[src/rtl/fts_pkg.sv]
`timescale 1ns/1ps
package fts_pkg;
   // Placement of the upper-tap cycles within a frame
   typedef enum logic {
      SPREAD_BURST = 1'b0,
      SPREAD_EVEN  = 1'b1
   } spread_e;
endpackage

[src/rtl/fts_frame_ctr.sv]
`timescale 1ns/1ps
module fts_frame_ctr #(
   parameter int MOD_W = 5
) (
   input  logic             clk,
   input  logic             rst_n,
   output logic [MOD_W-1:0] pos,
   output logic             first,
   output logic             last
);
   localparam logic [MOD_W-1:0] POS_LAST = {MOD_W{1'b1}};

   always_ff @(posedge clk or negedge rst_n) begin
      if (!rst_n) pos <= '0;
      else        pos <= pos + 1'b1;
   end

   assign first = (pos == '0);
   assign last  = (pos == POS_LAST);
endmodule

[src/rtl/fts_cfg_hold.sv]
`timescale 1ns/1ps
module fts_cfg_hold #(
   parameter int TAP_W = 3,
   parameter int MOD_W = 5,
   localparam int WORD_W = TAP_W + MOD_W
) (
   input  logic              clk,
   input  logic              rst_n,
   input  logic              load,
   input  logic [WORD_W-1:0] word_in,
   output logic [TAP_W-1:0]  tap_q,
   output logic [MOD_W-1:0]  mod_q
);
   always_ff @(posedge clk or negedge rst_n) begin
      if (!rst_n) begin
         tap_q <= '0;
         mod_q <= '0;
      end else if (load) begin
         tap_q <= word_in[WORD_W-1:MOD_W];
         mod_q <= word_in[MOD_W-1:0];
      end
   end
endmodule

[src/rtl/fts_spread.sv]
`timescale 1ns/1ps
module fts_spread
   import fts_pkg::*;
#(
   parameter int      MOD_W  = 5,
   parameter spread_e SPREAD = SPREAD_EVEN
) (
   input  logic             clk,
   input  logic             rst_n,
   input  logic [MOD_W-1:0] pos,
   input  logic [MOD_W-1:0] mod,
   output logic             hi
);
   localparam logic [MOD_W-1:0] POS_LAST = {MOD_W{1'b1}};

   generate
      if (SPREAD == SPREAD_EVEN) begin : g_even
         logic [MOD_W-1:0] acc;
         logic [MOD_W:0]   sum;

         assign sum = {1'b0, acc} + {1'b0, mod};
         assign hi  = sum[MOD_W];

         always_ff @(posedge clk or negedge rst_n) begin
            if (!rst_n)               acc <= '0;
            else if (pos == POS_LAST) acc <= '0;
            else                      acc <= sum[MOD_W-1:0];
         end
      end else begin : g_burst
         assign hi = (pos < mod);
      end
   endgenerate
endmodule

[src/rtl/frac_tap_seq.sv]
`timescale 1ns/1ps
module frac_tap_seq
   import fts_pkg::*;
#(
   parameter int      TAP_W  = 3,
   parameter int      MOD_W  = 5,
   parameter spread_e SPREAD = SPREAD_EVEN
) (
   input  logic                   clk,
   input  logic                   rst_n,
   input  logic [TAP_W+MOD_W-1:0] ctl_word,
   output logic [TAP_W-1:0]       tap_sel,
   output logic                   frame_start
);
   localparam logic [TAP_W-1:0] TAP_TOP = {TAP_W{1'b1}};

   generate
      if (TAP_W < 1 || TAP_W > 8) begin : g_bad_tap
         $error("frac_tap_seq: TAP_W out of range");
      end
      if (MOD_W < 1 || MOD_W > 16) begin : g_bad_mod
         $error("frac_tap_seq: MOD_W out of range");
      end
   endgenerate

   logic [MOD_W-1:0] pos;
   logic             pos_first;
   logic             pos_last;
   logic [TAP_W-1:0] tap_q;
   logic [MOD_W-1:0] mod_q;
   logic             up_pick;

   fts_frame_ctr #(.MOD_W(MOD_W)) u_ctr (
      .clk   (clk),
      .rst_n (rst_n),
      .pos   (pos),
      .first (pos_first),
      .last  (pos_last)
   );

   fts_cfg_hold #(.TAP_W(TAP_W), .MOD_W(MOD_W)) u_cfg (
      .clk     (clk),
      .rst_n   (rst_n),
      .load    (pos_last),
      .word_in (ctl_word),
      .tap_q   (tap_q),
      .mod_q   (mod_q)
   );

   fts_spread #(.MOD_W(MOD_W), .SPREAD(SPREAD)) u_spr (
      .clk   (clk),
      .rst_n (rst_n),
      .pos   (pos),
      .mod   (mod_q),
      .hi    (up_pick)
   );

   always_comb begin
      if (up_pick && (tap_q != TAP_TOP)) tap_sel = tap_q + 1'b1;
      else                               tap_sel = tap_q;
   end

   assign frame_start = pos_first;
endmodule

[config.mk]
export PLATFORM = sky130hd
export DESIGN_NAME = frac_tap_seq
export DESIGN_NICKNAME = d
export VERILOG_FILES = /design/src/rtl/fts_pkg.sv /design/src/rtl/fts_frame_ctr.sv /design/src/rtl/fts_cfg_hold.sv /design/src/rtl/fts_spread.sv /design/src/rtl/frac_tap_seq.sv
export SDC_FILE = /design/constraint.sdc
export NUM_CORES = 1
export LEC_CHECK = 0
export ABC_AREA = 1
export CORE_AREA = 4 4 49 51
export CTS_CLUSTER_SIZE = 10
export DETAILED_ROUTE_END_ITERATION = 10
export DIE_AREA = 0 0 53 55
export DONT_BUFFER_PORTS = 1
export PLACE_DENSITY = 0.71
export SYNTH_ARGS = -nofsm -noshare
export SYNTH_HDL_FRONTEND = slang
export SYNTH_HIERARCHICAL = 1
export SYNTH_SLANG_ARGS = --single-unit
[constraint.sdc]
create_clock -name clk -period 2.2 [get_ports clk]
set_clock_uncertainty 0.05 [all_clocks]
set_input_delay 0.33 -clock clk [delete_from_list [all_inputs] [get_ports clk]]
set_output_delay 0.33 -clock clk [all_outputs]
set_load 0.005 [all_outputs]
-- After elaboration in Yosys (flattened, before gate mapping)
Cells that the tools add are included.
- register bits after elaboration: 18
- input port bits: 10
- output and inout bits: 4
- word-level logic and storage cells: 13
- add/sub/neg operators: 3
- eq/ne operators: 2
- mux-type cells: 2
- reduce and logical (&&, ||, !) cells: 2
- operator list (kind ; number):
    $add 5x5->6 ; 1
    $add 5x1->5 const B ; 1
    $eq 5x5->1 const B ; 1
    $logic_not 5->1 ; 1
    $mux 5 ; 1
    $add 3x1->3 const B ; 1
    $mux 3 ; 1
    $ne 3x3->1 const B ; 1
    $logic_and 1x1->1 ; 1

-- Longest topological paths before layout
- depth in word-level cells: 3
- mapped depth: 8
- mapped depth without buffers: 8

-- Modules after synthesis
Netlist, hierarchy kept.
- modules (own cells, without submodules) (module ; instances ; cells an instance ; area an instance (um^2) ; seq. area each (um^2)):
    fts_spread ; 1 ; 45 ; 349.1 ; 125.1
    fts_cfg_hold ; 1 ; 34 ; 305.3 ; 200.2
    fts_frame_ctr ; 1 ; 20 ; 217.7 ; 125.1
    frac_tap_seq ; 1 ; 14 ; 76.3 ; 0.0

-- Worst setup path after synthesis
No wires, ideal clock.
- path kind: register to output
- start point: register u_cfg.mod_q[2]
- end point: output port tap_sel[0]
- arrival time: 1.331 ns
- required time: 1.820 ns
- setup slack: 0.489 ns
- stages on the path, launching flop included: 9
- path buffers: 0
- cells stage by stage: dfrtp_1 -> ha_1 -> inv_1 -> nand2_1 -> nand3_1 -> a21oi_1 -> nand2_2 -> nand2_1 -> nand2_1
- word-level cells in the longest chain between the ends: 3
- RTL lines (item ; RTL line ; source):
    start: declaration ; fts_cfg_hold.sv:12 ; output logic [MOD_W-1:0] mod_q
    start signal: assignment ; fts_cfg_hold.sv:20 ; mod_q <= word_in[MOD_W-1:0];
    $add 5x5->6 ; fts_spread.sv:21 ; assign sum = {1'b0, acc} + {1'b0, mod};
    via up_pick ; frac_tap_seq.sv:31 ; logic up_pick;
    $logic_and 1x1->1 ; frac_tap_seq.sv:59 ; if (up_pick && (tap_q != TAP_TOP)) tap_sel = tap_q + 1'b1;
    $mux 3 ; frac_tap_seq.sv:59 ;
    end: declaration ; frac_tap_seq.sv:12 ; output logic [TAP_W-1:0] tap_sel,
The timed path passes the listed nets, and every way through them passes these cells.

-- Worst setup path in the final report
Same ends and word-level chain as after synthesis.

==> results_dict.tcl <==
set metrics [dict create \
    cp_max_fo 4 \
    coreArea_mm2 0.00194 \
    slowest_delay_ns 0.42 \
    wire_per_inst_um 11.1 \
    post-route-min-period_ns 2.04 \
    sequentialPowerShare 0.449 \
    p_int_uw 597 \
    cp_top_family "flip-flops" \
    crit_arrival_ns 1.66 \
    finalNetCount 140 \
    grt_antenna_before_repair 0 \
    cp_common_cell "nand2_1" \
    tightest_slew_ns 0.796 \
    drive_gt1_frac 0.0855 \
    die_h_um 55 \
    fp.dieW_um 53 \
    num_antenna_cells 0 \
    cts_root_buffer "clkbuf_4" \
    async_flop_share 1.00 \
    yosys-top-cells-count "nand2_1 (40), dfrtp_1 (18), inv_1 (14)" \
    start_util 0.488 \
    hold_violations 0 \
    netlist_area_um2 948 \
    overflow 0 \
    port-buffer-count 0 \
    power_density_mw_per_mm2 889 \
    cp-end-kind "output pin" \
    vias 713 \
    drt_iter0_markers 6 \
    clk_path_buf_depth 2 \
    drt_drc_violations_left 0 \
    synth_top_area_cell "dfrtp_1" \
    grt_usage 0.129 \
    p_sw_uw 321 \
    ys_ff_latch 18 \
    area_growth_pct 8.84 \
    tns_ns 0 \
    totalWireLength_mm 1.59 \
    hold_slack_ns 0.106 \
    combPwrFrac 0.384 \
    pwr-share-clk 0.168 \
    fin_crit_sh 0.929 \
    yosysSeqAreaShare 0.475 \
    clock-sinks 18 \
    vias_per_cell 4.95 \
    outcome "completed" \
    slew_headroom 0.468 \
    required_ns 1.82 \
    synth_nets 134 \
    grt_max_degree 19 \
    synth_edf_count 0 \
    fill_cells 189 \
    yosysUniqueCellTypes 15 \
    first_global_vias 685 \
    first_pass_iters 4 \
    grt_setup_unrepaired "false" \
    ant_nets 0 \
    max_freq_mhz 489 \
    fp.dieArea_mm2 0.00292 \
    synth.avg_cell_area_um2 8.39 \
    hp-class "primary input to flip-flop" \
    synth_most_common_cell "nand2_1" \
    critPathLaunchType "flip-flop" \
    cts_made_buffers 3 \
    ios 14 \
    gp_congestion 0.794 \
    cp.buffers_inverters 1 \
    synth_top_area_frac 0.475 \
    rows 16 \
    swShare 0.350 \
    ys_warn_count 6 \
    synth_ff_type "dfrtp_1" \
    irDropWorstVdd_mv 0.412 \
    crit_path_top_delay_cell "dfrtp_1" \
    grt_first_pass_wirelength_mm 2.72 \
    setup_violations 0 \
    synth_cells 113 \
    yosys-top-cells-area "dfrtp_1 (47%), nand2_1 (16%), ha_1 (13%)" \
    drv_slew 0 \
    cap_violations 0 \
    path_class "flip-flop to output pin" \
    path_cells "ha_4 -> inv_1 -> nand2_1 -> nand3_2 -> a21oi_2 -> nand2_2 -> nand2_1 -> nand2_1" \
    cts_tree "done" \
    htreeDepth 1 \
    clock_latency_ns 0.28 \
    p_leak_uw 0.000536 \
    dp_hpwl_mm 1.24 \
    cts.clk_slew.worst_paths_ns 0.09 \
]
-- metal layers --
metal  part of all wire  GRT usage
met3              0.025     0.0268
met1               0.45      0.142
met4             0.0088     0.0511
met2               0.52      0.242
met5                  0          0
-- cells in the final DEF (no fill, tap or decap), types with 2 or more instances in the layout --
| cell type | synthesis | routed |
|---|---|---|
| ha_1 | 10 | 9 |
| nor3_1 | 2 | 2 |
| dfrtp_1 | 18 | 18 |
| nand3_1 | 8 | 7 |
| a21oi_1 | 4 | 3 |
| nand2_1 | 40 | 40 |
| clkbuf_4 | 0 | 3 |
| inv_1 | 14 | 14 |
| nor2_1 | 10 | 10 |
-- final timing paths --
kind / cells after the start / start / to / slack [ns]
hold reg to reg: 2 / u_cfg/mod_q[3] / u_cfg/mod_q[3] / 0.44
setup / recovery: 8 / u_cfg/mod_q[2] / tap_sel[0] / 0.16
max in group asynchronous: 1 / rst_n / u_cfg/mod_q[1] / 1.09
hold / removal: 2 / ctl_word[5] / u_cfg/tap_q[0] / 0.11
min in group asynchronous: 1 / rst_n / u_cfg/tap_q[1] / 0.52
setup reg to reg: 7 / u_ctr/pos[0] / u_cfg/tap_q[1] / 0.57
-- logic make-up (layout without fill, tap and decap cells) --
family                   after synthesis  in the layout  share of synthesized area
adder cells (fa/ha/maj)               11             11                      0.153
buffers and inverters                 16             20                     0.0712
AO/OA/AOI/OAI                          4              4                     0.0211
AND/OR/NAND/NOR                       63             63                      0.270
flip-flops                            18             18                      0.475
XOR/XNOR                               1              1                    0.00924
-- through the flow --
step	util	std cells	cell area (µm²)	worst slack [ns]	total power, µW
5_1_grt	0.532	144	1030	0.0290	1010
3_3_place_gp	0.500	139	971	0.424	720
4_1_cts	0.517	143	1000	0.0529	900
6_report	0.532	144	1030	0.156	918
3_5_place_dp	0.500	139	971	0.377	735
2_1_floorplan	-	113	948	0.489	677
-- registers in the layout, indices dropped and copies added, names as in the netlist --
signal and cells:
u_spr/g_even.acc 5, u_cfg/tap_q 3, u_cfg/mod_q 5, u_ctr/pos 5
-- power by group through the flow --
stage,logic [µW],registers [µW],clock network [µW]
after floorplan,267,410,0
after global placement,307,413,0
after detailed placement,320,415,0
after CTS,329,408,163
after global routing,421,418,174
final,352,412,154
-- final cells by class --
type | instances | area (µm²) | share of cell area
clock buffers | 3 | 22.5 | 0.0218
well taps | 27 | 33.8 | 0.0327
repair buffers | 2 | 17.5 | 0.0170
inverters | 15 | 56.3 | 0.0545
flip-flops and latches | 18 | 450 | 0.436
multi-input cells | 79 | 452 | 0.438
-- what timing repair did --
item | in CTS | in global routing
hold buffers | 1 | 0
gates resized for setup | 0 | 3
hold endpoints to repair | 18 | 0
setup buffers | 0 | 1
setup endpoints to repair | 0 | 3
-- worst register-to-register path, delay by kind of cell, from the launching register on --
family        cells  cell delay [ns]
simple gates      4             0.30
flops             1             0.42
fa+ha+maj         2             0.60
buf+inv           1             0.16
No activity file was read; power rests on OpenSTA's default activity.
